--- src/rtl/rxp_pkg.sv ---
// Package: shared types for the record packer.
// Assumes a run never needs more than three matching words.
package rxp_pkg;
    typedef enum logic [1:0] {
        RUN_NONE = 2'd0,
        RUN_ONE  = 2'd1,
        RUN_TWO  = 2'd2,
        RUN_FULL = 2'd3
    } run_cnt_e;
endpackage

--- src/rtl/rxp_chan_qual.sv ---
// Per-channel qualifier: counts consecutive identical words that carry
// this channel's address. It qualifies the channel once three are seen.
// Assumes word_stb is a single-cycle mark per received word.
module rxp_chan_qual
    import rxp_pkg::*;
#(
    parameter int AW = 8,
    parameter int DW = 3,
    parameter logic [AW-1:0] MY_ADDR = '0
) (
    input  logic          clk,
    input  logic          rst_n,
    input  logic          word_stb,
    input  logic [AW-1:0] word_addr,
    input  logic [DW-1:0] word_data,
    output logic          qual,
    output logic [DW-1:0] ref_data
);
    run_cnt_e run_q;

    // Track the current run length and the payload it repeats.
    always_ff @(posedge clk) begin
        if (!rst_n) begin
            run_q    <= RUN_NONE;
            ref_data <= '0;
        end else if (word_stb) begin
            if (word_addr != MY_ADDR) begin
                run_q <= RUN_NONE;
            end else if (run_q == RUN_NONE || word_data != ref_data) begin
                run_q    <= RUN_ONE;
                ref_data <= word_data;
            end else if (run_q != RUN_FULL) begin
                run_q <= run_cnt_e'(run_q + 2'd1);
            end
        end
    end

    // Qualified once the run is complete.
    always_comb qual = (run_q == RUN_FULL);
endmodule

--- src/rtl/rxp_arbiter.sv ---
// Rise arbiter: turns rising edges of the qualified lines into one-hot
// grants, serving one channel per cycle from the lowest index. It
// freezes each channel's payload at its rise.
// Assumes a channel does not rise again before its grant is served.
module rxp_arbiter #(
    parameter int NCH = 8,
    parameter int DW  = 3
) (
    input  logic              clk,
    input  logic              rst_n,
    input  logic [NCH-1:0]    qual,
    input  logic [NCH*DW-1:0] ref_data,
    output logic [NCH-1:0]    grant,
    output logic [NCH*DW-1:0] cand_data
);
    logic [NCH-1:0]    qual_prev;
    logic [NCH-1:0]    pending;
    logic [NCH*DW-1:0] held;
    logic [NCH-1:0]    rise;
    logic [NCH-1:0]    req;

    // Detect new qualifications and pick the lowest requesting channel.
    always_comb begin
        rise  = qual & ~qual_prev;
        req   = pending | rise;
        grant = req & (~req + {{(NCH-1){1'b0}}, 1'b1});
    end

    // Remember previous qualification and un-served requests.
    always_ff @(posedge clk) begin
        if (!rst_n) begin
            qual_prev <= '0;
            pending   <= '0;
        end else begin
            qual_prev <= qual;
            pending   <= req & ~grant;
        end
    end

    for (genvar gi = 0; gi < NCH; gi++) begin : g_ch
        // Freeze the payload at the moment the channel qualifies.
        always_ff @(posedge clk) begin
            if (!rst_n) held[gi*DW +: DW] <= '0;
            else if (rise[gi]) held[gi*DW +: DW] <= ref_data[gi*DW +: DW];
        end

        // Present the fresh payload on the rise cycle, the frozen one later.
        always_comb cand_data[gi*DW +: DW] =
            rise[gi] ? ref_data[gi*DW +: DW] : held[gi*DW +: DW];
    end
endmodule

--- src/rtl/rxp_onehot_enc.sv ---
// Priority-free encoder: each output bit is the OR of the one-hot lines
// whose index has that bit set. Assumes at most one input bit is high.
module rxp_onehot_enc #(
    parameter int NCH = 8,
    parameter int IDW = 3
) (
    input  logic [NCH-1:0] onehot,
    output logic [IDW-1:0] idx
);
    for (genvar gb = 0; gb < IDW; gb++) begin : g_bit
        logic [NCH-1:0] term;
        for (genvar gi = 0; gi < NCH; gi++) begin : g_term
            if (((gi >> gb) % 2) == 1) begin : g_on
                assign term[gi] = onehot[gi];
            end else begin : g_off
                assign term[gi] = 1'b0;
            end
        end
        // One OR term per output bit.
        assign idx[gb] = |term;
    end
endmodule

--- src/rtl/rxp_word_packer.sv ---
// Top: eight repeat-qualified channels, a rise arbiter, an OR encoder
// and the record register that drives the FIFO write port.
// Assumes REC_W >= DW + IDW + 1 and word inputs already deserialized.
module rxp_word_packer #(
    parameter int NCH   = 8,
    parameter int AW    = 8,
    parameter int DW    = 3,
    parameter int REC_W = 8,
    parameter logic [NCH*AW-1:0] CH_ADDR = 64'hF7E6_D5C4_B3A2_9180
) (
    input  logic              clk,
    input  logic              rst_n,
    input  logic [NCH-1:0]    word_stb,
    input  logic [NCH*AW-1:0] word_addr,
    input  logic [NCH*DW-1:0] word_data,
    output logic [NCH-1:0]    chan_valid,
    output logic              rec_wr,
    output logic [REC_W-1:0]  rec_byte
);
    localparam int IDW = (NCH > 1) ? $clog2(NCH) : 1;
    localparam int PAD = REC_W - IDW - DW;

    logic [NCH*DW-1:0] ref_data;
    logic [NCH*DW-1:0] cand_data;
    logic [NCH-1:0]    grant;
    logic [IDW-1:0]    gnt_idx;
    logic [DW-1:0]     gnt_data;
    logic [REC_W-1:0]  rec_next;

    for (genvar gi = 0; gi < NCH; gi++) begin : g_chan
        rxp_chan_qual #(
            .AW(AW), .DW(DW), .MY_ADDR(CH_ADDR[gi*AW +: AW])
        ) u_qual (
            .clk      (clk),
            .rst_n    (rst_n),
            .word_stb (word_stb[gi]),
            .word_addr(word_addr[gi*AW +: AW]),
            .word_data(word_data[gi*DW +: DW]),
            .qual     (chan_valid[gi]),
            .ref_data (ref_data[gi*DW +: DW])
        );
    end

    rxp_arbiter #(.NCH(NCH), .DW(DW)) u_arb (
        .clk      (clk),
        .rst_n    (rst_n),
        .qual     (chan_valid),
        .ref_data (ref_data),
        .grant    (grant),
        .cand_data(cand_data)
    );

    rxp_onehot_enc #(.NCH(NCH), .IDW(IDW)) u_enc (
        .onehot(grant),
        .idx   (gnt_idx)
    );

    // AND-OR select of the granted channel's payload.
    always_comb begin
        gnt_data = '0;
        for (int i = 0; i < NCH; i++) begin
            gnt_data = gnt_data | (cand_data[i*DW +: DW] & {DW{grant[i]}});
        end
        rec_next = {{PAD{1'b0}}, gnt_idx, gnt_data};
    end

    // Register the record and its one-cycle write strobe.
    always_ff @(posedge clk) begin
        if (!rst_n) begin
            rec_wr   <= 1'b0;
            rec_byte <= '0;
        end else begin
            rec_wr <= |grant;
            if (|grant) rec_byte <= rec_next;
        end
    end
endmodule

--- config.mk ---
export PLATFORM = sky130hd
export DESIGN_NAME = rxp_word_packer
export DESIGN_NICKNAME = d
export VERILOG_FILES = /design/src/rtl/rxp_pkg.sv /design/src/rtl/rxp_chan_qual.sv /design/src/rtl/rxp_arbiter.sv /design/src/rtl/rxp_onehot_enc.sv /design/src/rtl/rxp_word_packer.sv
export SDC_FILE = /design/constraint.sdc
export NUM_CORES = 1
export LEC_CHECK = 0
export ABC_AREA = 1
export BUFFER_PORTS_ARGS = -buffer_cell sky130_fd_sc_hd__buf_2
export CORE_UTILIZATION = 42
export CTS_CLUSTER_SIZE = 40
export DETAILED_ROUTE_END_ITERATION = 10
export GPL_TIMING_DRIVEN = 1
export PLACE_DENSITY = 0.69
export SKIP_LAST_GASP = 1
export SYNTH_ARGS = -nofsm -noshare
export SYNTH_HDL_FRONTEND = slang
export SYNTH_SLANG_ARGS = --single-unit
--- constraint.sdc ---
create_clock -name clk -period 4.55 [get_ports clk]
set_input_delay 0.91 -clock clk [delete_from_list [all_inputs] [get_ports clk]]
set_output_delay 0.91 -clock clk [all_outputs]
set_load 0.02 [all_outputs]
==> results.toml, run 1 <==
[clock_tree]
cts_buffers = 9
path_clk_slew_ns = 0.09
clkLatencyLatePin_ns = 0.35
cts_resized = 0
cts_tree = "yes"
hold_buffers = 0
cts_setup_buffers = 0
htree_levels = 3
cts_sinks = 83
root_buffer = "clkbuf_8"
cts.path.max_buffers = 2

[synthesis]
synth_edf_count = 0
synth_area_per_cell_um2 = 6.68
ys_ff_latch = 83
netlist_instances = 688
yosysUniqueCellTypes = 37
syn-cell-area_mm2 = 0.00459
seq_area_frac_synth_pct = 36.2
yosysWarnings = 0
async_reset_ff_share_pct = 0
synthFlopType = "dfxtp_1"

[power_and_ir_drop]
power_density_mw_per_mm2 = 261
p_leak_uw = 0.00266
ir_drop_mv = 0.175

[die]
start_util_pct = 43.9
chipHeight_um = 107
rows = 37
ios = 115
die_w_um = 107
core_mm2 = 0.0105
die-area_mm2 = 0.0114

[cells_and_area]
insertedDiodeCount = 0
register_area_mm2 = 0.00166
area_delta_synth_final_pct = 17.7
nets = 906
multi_input_area_mm2 = 0.00237
final_layout_size_suffix_gt1_share_pct = 19.9
fill_cells = 1074

[placed_design]
hpwl_um = 7410
io_buffers = 112
place_congestion = 0.806

[critical_path]
startpoint = "g_chan[2].u_qual.run_q[0]$_SDFFE_PN0P_"
cp_slowest_cell = "dfxtp_1"
crit_required_ns = 3.64
r2r_start = "g_chan[1].u_qual.run_q[0]$_SDFFE_PN0P_"
cp-end-kind = "output port"
cpLargestDelayFamily = "flip-flops"
start_kind = "flop"
crit_chain = "ha_1 -> buf_2"
slowest_delay_ns = 0.39
cp_max_fo = 8
path_class = "flop to output port"
cp.arrival_ns = 1.35
path_buf_inv = 1

[drt]
wl_per_cell_um = 10.2
vias = 4353
drtIter0Drc = 188
avgViaCountPerCell = 4.67
wirelength_um = 9480
drt_first_pass_iters = 4
ant_nets = 0
drc = 0

[flow_run]
drv_cap = 0

[sta]
post-route-period-util_pct = 49.6
slew_violations = 0
period_needed_ns = 2.26
fmax_mhz = 443
worst_pin_slew_ns = 0.878
setup_viol = 0
fin_hold_ws_ns = 0.467
setup_tns_ns = 0
rsz0062_at_grt = "false"
relSlewSlack_pct = 41.4
hold_violations = 0
clock_skew_ns = 0.00571

[hold_path]
min_from = "g_chan[4].u_qual.ref_data[2]$_SDFFE_PN0P_"
hold_path_class = "flop to flop"

[global_routing]
grt_util_all_layers_pct = 17.3
grt_pass1_wl_um = 16200
grt_pass1_vias = 3921
grt_max_degree = 51
grt_antenna_before_repair = 0
overflow = 0

[status]
outcome = "finished clean"
-- registers in the layout (all words and copies together) (netlist names) --
name,flops
g_chan.u_qual.ref_data,24
g_chan.u_qual.run_q,16
rec_byte,6
rec_wr,1
u_arb.held,21
u_arb.pending,7
u_arb.qual_prev,8
-- final timing paths --
kind	end	slack, ns	cells past startpoint
setup / recovery	chan_valid[2]	2.29	2
hold / removal	g_chan[4].u_qual.ref_data[2]$_SDFFE_PN0P_	0.47	2
setup reg to reg	rec_byte[1]$_SDFFE_PN0P_	2.65	11
hold reg to reg	g_chan[4].u_qual.ref_data[2]$_SDFFE_PN0P_	0.47	2
-- placed cells by master (no fill, tap or decap), drive strengths merged --
cell type,Yosys,layout
a31oi,1,1
o21ai,32,32
o21a,8,8
a21oi,47,47
or2,5,5
nand2b,1,1
nand2,166,166
nor3,17,17
xor2,5,5
clkinv,0,2
buf,15,112
nand4,15,15
nor2,92,92
ha,16,16
nand3b,10,10
conb,1,2
a211oi,1,1
inv,119,121
and3,3,3
clkbuf,5,9
clkinvlp,0,2
nor3b,2,2
dfxtp,83,83
nand3,39,39
bufinv,0,1
o21bai,5,5
-- worst reg2reg max path, cell delays in order (launching register included) --
cell      delay [ns]
dfxtp_1         0.35
ha_1            0.28
nand2_2         0.14
nand2_1         0.09
inv_1           0.10
nand2_2         0.10
nor2_8          0.19
nand2_2         0.10
nor2_4          0.19
nand3b_1        0.12
nand2_1         0.09
nor2_2          0.06
-- per-layer routing --
metal	vias to the layer above	part of all wire, %	GRT usage (%)
li1	2359	-	-
met3	13	4.7	2.86
met1	1876	48	21.0
met2	105	46	30.1
met4	0	1.7	7.24
met5	-	0	0
-- area by class of cell --
cell class / instances / area share, %
inverters: 119 / 8.26
clock buffers: 9 / 2.29
well taps: 136 / 3.15
repair buffers: 112 / 10.4
flip-flops and latches: 83 / 30.7
multi-input cells: 467 / 43.8
clock inverters: 7 / 1.41
-- stage by stage --
step	setup slack, ns	std cells	util [%]	area [µm²]	total power [µW]
after floorplan	2.76	689	-	4600	829
after global placement	2.04	917	49.8	5210	886
after detailed placement	2.03	917	49.8	5210	892
after CTS	2.26	933	51.7	5410	1430
after global routing	2.19	933	51.7	5410	1480
final	2.29	933	51.7	5410	1410
-- report_power, final --
group / leakage, µW / internal, µW / switching, µW / total [µW]
combinational: 0.00189 / 60.1 / 74.4 / 134
clock: 0.0000962 / 257 / 281 / 539
sequential: 0.000671 / 734 / 5.02 / 739
-- Yosys cell counts, drive strengths merged (2+ instances only) --
cell / number / area, µm²
nand2: 166 / 643
inv: 119 / 447
nor2: 92 / 407
dfxtp: 83 / 1660
a21oi: 47 / 250
nand3: 39 / 195
o21ai: 32 / 160
nor3: 17 / 110
ha: 16 / 200
buf: 15 / 103
nand4: 15 / 93.8
nand3b: 10 / 75.1
o21a: 8 / 60.1
clkbuf: 5 / 18.8
o21bai: 5 / 37.5
or2: 5 / 31.3
xor2: 5 / 43.8
and3: 3 / 18.8
nor3b: 2 / 15.0
-- logic make-up (layout without fill, tap and decap cells) --
group / Yosys count / count (layout) / share of synthesized area [%]
AO/OA/AOI/OAI: 94 / 94 / 11.4
AND/OR/NAND/NOR: 350 / 350 / 34.7
other: 1 / 2 / 0.0816
XOR/XNOR: 5 / 5 / 0.953
buffers and inverters: 139 / 247 / 12.4
flip-flops: 83 / 83 / 36.2
adder cells (fa/ha/maj): 16 / 16 / 4.36
Power figures use the tool's default switching activity.
==> inputs of run 2 (changes only) <==
clock period = 2.32 ns   (was 4.55 ns; I/O delays follow)
==> results.toml, run 2 (synthesized netlist as in run 1, its figures left out) <==
[global_routing]
overflow = 0
grt_max_degree = 35
grt_pass1_vias = 4030
grt_pass1_wl_um = 16300
grt_util_all_layers_pct = 17.4
grt_antenna_before_repair = 0

[power_and_ir_drop]
p_leak_uw = 0.00266
power_switching_uw = 653
comb_power_share_pct = 9.7
switching_share_pct = 23.9
seq_power_share_pct = 53.0
p_clk_share_pct = 37.3
ir_drop_mv = 0.327
power_density_mw_per_mm2 = 506
p_int_uw = 2090

[placed_design]
place_area_mm2 = 0.00522
pre_cts_slack_ns = 0.516
hpwl_um = 7430
place_congestion = 0.857
io_buffers = 112

[sta]
worst_pin_slew_ns = 0.627
rsz0062_at_grt = "false"
period_needed_ns = 1.83
fmax_mhz = 546
clock_skew_ns = 0.0107
hold_violations = 0
fin_hold_ws_ns = 0.381
post-route-period-util_pct = 78.9
fin_ws_ns = 0.489
relSlewSlack_pct = 58.1
setup_viol = 0
slew_violations = 0
setup_tns_ns = 0

[critical_path]
startpoint = "g_chan[1].u_qual.run_q[0]$_SDFFE_PN0P_"
crit_chain = "ha_1 -> nand2_2 -> nand2_1 -> inv_1 -> nand2_2 -> nor2_8 -> nand2_2 -> nor2_4 -> nand3b_1 -> nand2_1 -> nor2_2"
r2r_start = "g_chan[1].u_qual.run_q[0]$_SDFFE_PN0P_"
cp_max_fo = 13
cp_slowest_cell = "dfxtp_1"
crit_required_ns = 2.56
cp-end-kind = "flop"
path_class = "flop to flop"
path_common_cell = "nand2_2"
start_kind = "flop"
cp.arrival_ns = 2.07
slowest_delay_ns = 0.34
worst-r2r-setup-slack_ns = 0.49

[clock_tree]
root_buffer = "clkbuf_8"
cts_tree = "yes"
cts.path.max_buffers = 2
cts_setup_buffers = 0
cts_sinks = 83
cts_buffers = 9
cts_resized = 0
htree_levels = 3
path_clk_slew_ns = 0.08
hold_buffers = 0
clkLatencyLatePin_ns = 0.34

[hold_path]
min_from = "word_data[3]"
hold_path_class = "input pin to flop"

[cells_and_area]
fin_util_pct = 51.7
final_common_cell = "nand2_1"
insertedDiodeCount = 0
fin_area_mm2 = 0.00541
nets = 907
final_layout_size_suffix_gt1_share_pct = 19.8
area_delta_synth_final_pct = 17.8
regMostFlops = "g_chan.u_qual.ref_data"
reg_top3 = "g_chan.u_qual.ref_data: 24 flops, u_arb.held: 21 flops, g_chan.u_qual.run_q: 16 flops"
final_cell_mix = "nand2_1 (160), inv_1 (116), buf_2 (112), dfxtp_1 (83), nor2_1 (81)"
largest_reg_flops = 24

[die]
chipHeight_um = 107
die_w_um = 107
start_util_pct = 43.9
core_mm2 = 0.0105
die-area_mm2 = 0.0114
ios = 115
rows = 37

[drt]
drt_first_pass_iters = 4
drtIter0Drc = 146
ant_nets = 0
vias = 4373
avgViaCountPerCell = 4.68
wirelength_um = 9580
wl_per_cell_um = 10.3
drc = 0

[status]
outcome = "finished clean"

[flow_run]
drv_cap = 0
[run 2: changes by cell type in the layout (fill, tap and decap cells not counted), sizes merged]
| cell | delta |
|---|---|
| clkbuf | +3 |
| inv | -2 |
| buf | +1 |
| clkinv | -1 |
[run 2: stage by stage]
stage | power [µW] | std cells
2_1_floorplan | 1630 | 689
3_3_place_gp | 1740 | 918
3_5_place_dp | 1750 | 918
4_1_cts | 2770 | 934
5_1_grt | 2870 | 934
6_report | 2740 | 934
[run 2: cell type report]
class                   instances  area (µm²)
inverters                     119         447
well taps                     136         170
flip-flops and latches         83        1660
clock inverters                 4        50.0
repair buffers                113         568
fillers                      1058        5050
clock buffers                  12         145
multi-input cells             467        2370
[run 2: power groups by stage]
stage               registers, µW  clock network (µW)  logic (µW)
floorplan                    1490                   0         139
global placement             1480                   0         256
detailed placement           1480                   0         267
CTS                          1450                1060         268
global route                 1450                1110         306
finish                       1450                1020         266
[run 2: per-layer routing]
metal  share of wire (%)  up-vias  global-route usage, %  wire length (µm)
met4                 1.6        0                   6.56               150
li1                    -     2356                      -                 -
met3                 5.9       13                   3.34               566
met5                   0        -                      0                 0
met2                  44      113                   29.9              4240
met1                  48     1891                   21.5              4620
[run 2: final timing paths]
path                                                             endpoint  cells after the start
worst max register to register                   rec_byte[2]$_SDFFE_PN0P_                     11
worst max-delay path                             rec_byte[2]$_SDFFE_PN0P_                     11
worst min-delay path            g_chan[1].u_qual.ref_data[0]$_SDFFE_PN0P_                      3
worst min register to register  g_chan[4].u_qual.ref_data[2]$_SDFFE_PN0P_                      2
[run 2: worst max-delay path, delay by kind of cell, from the launching register on]
family                   cells  cell delay [ns]
adder cells (fa/ha/maj)      1             0.26
buffers and inverters        1             0.10
AND/OR/NAND/NOR              9             1.01
flip-flops                   1             0.34
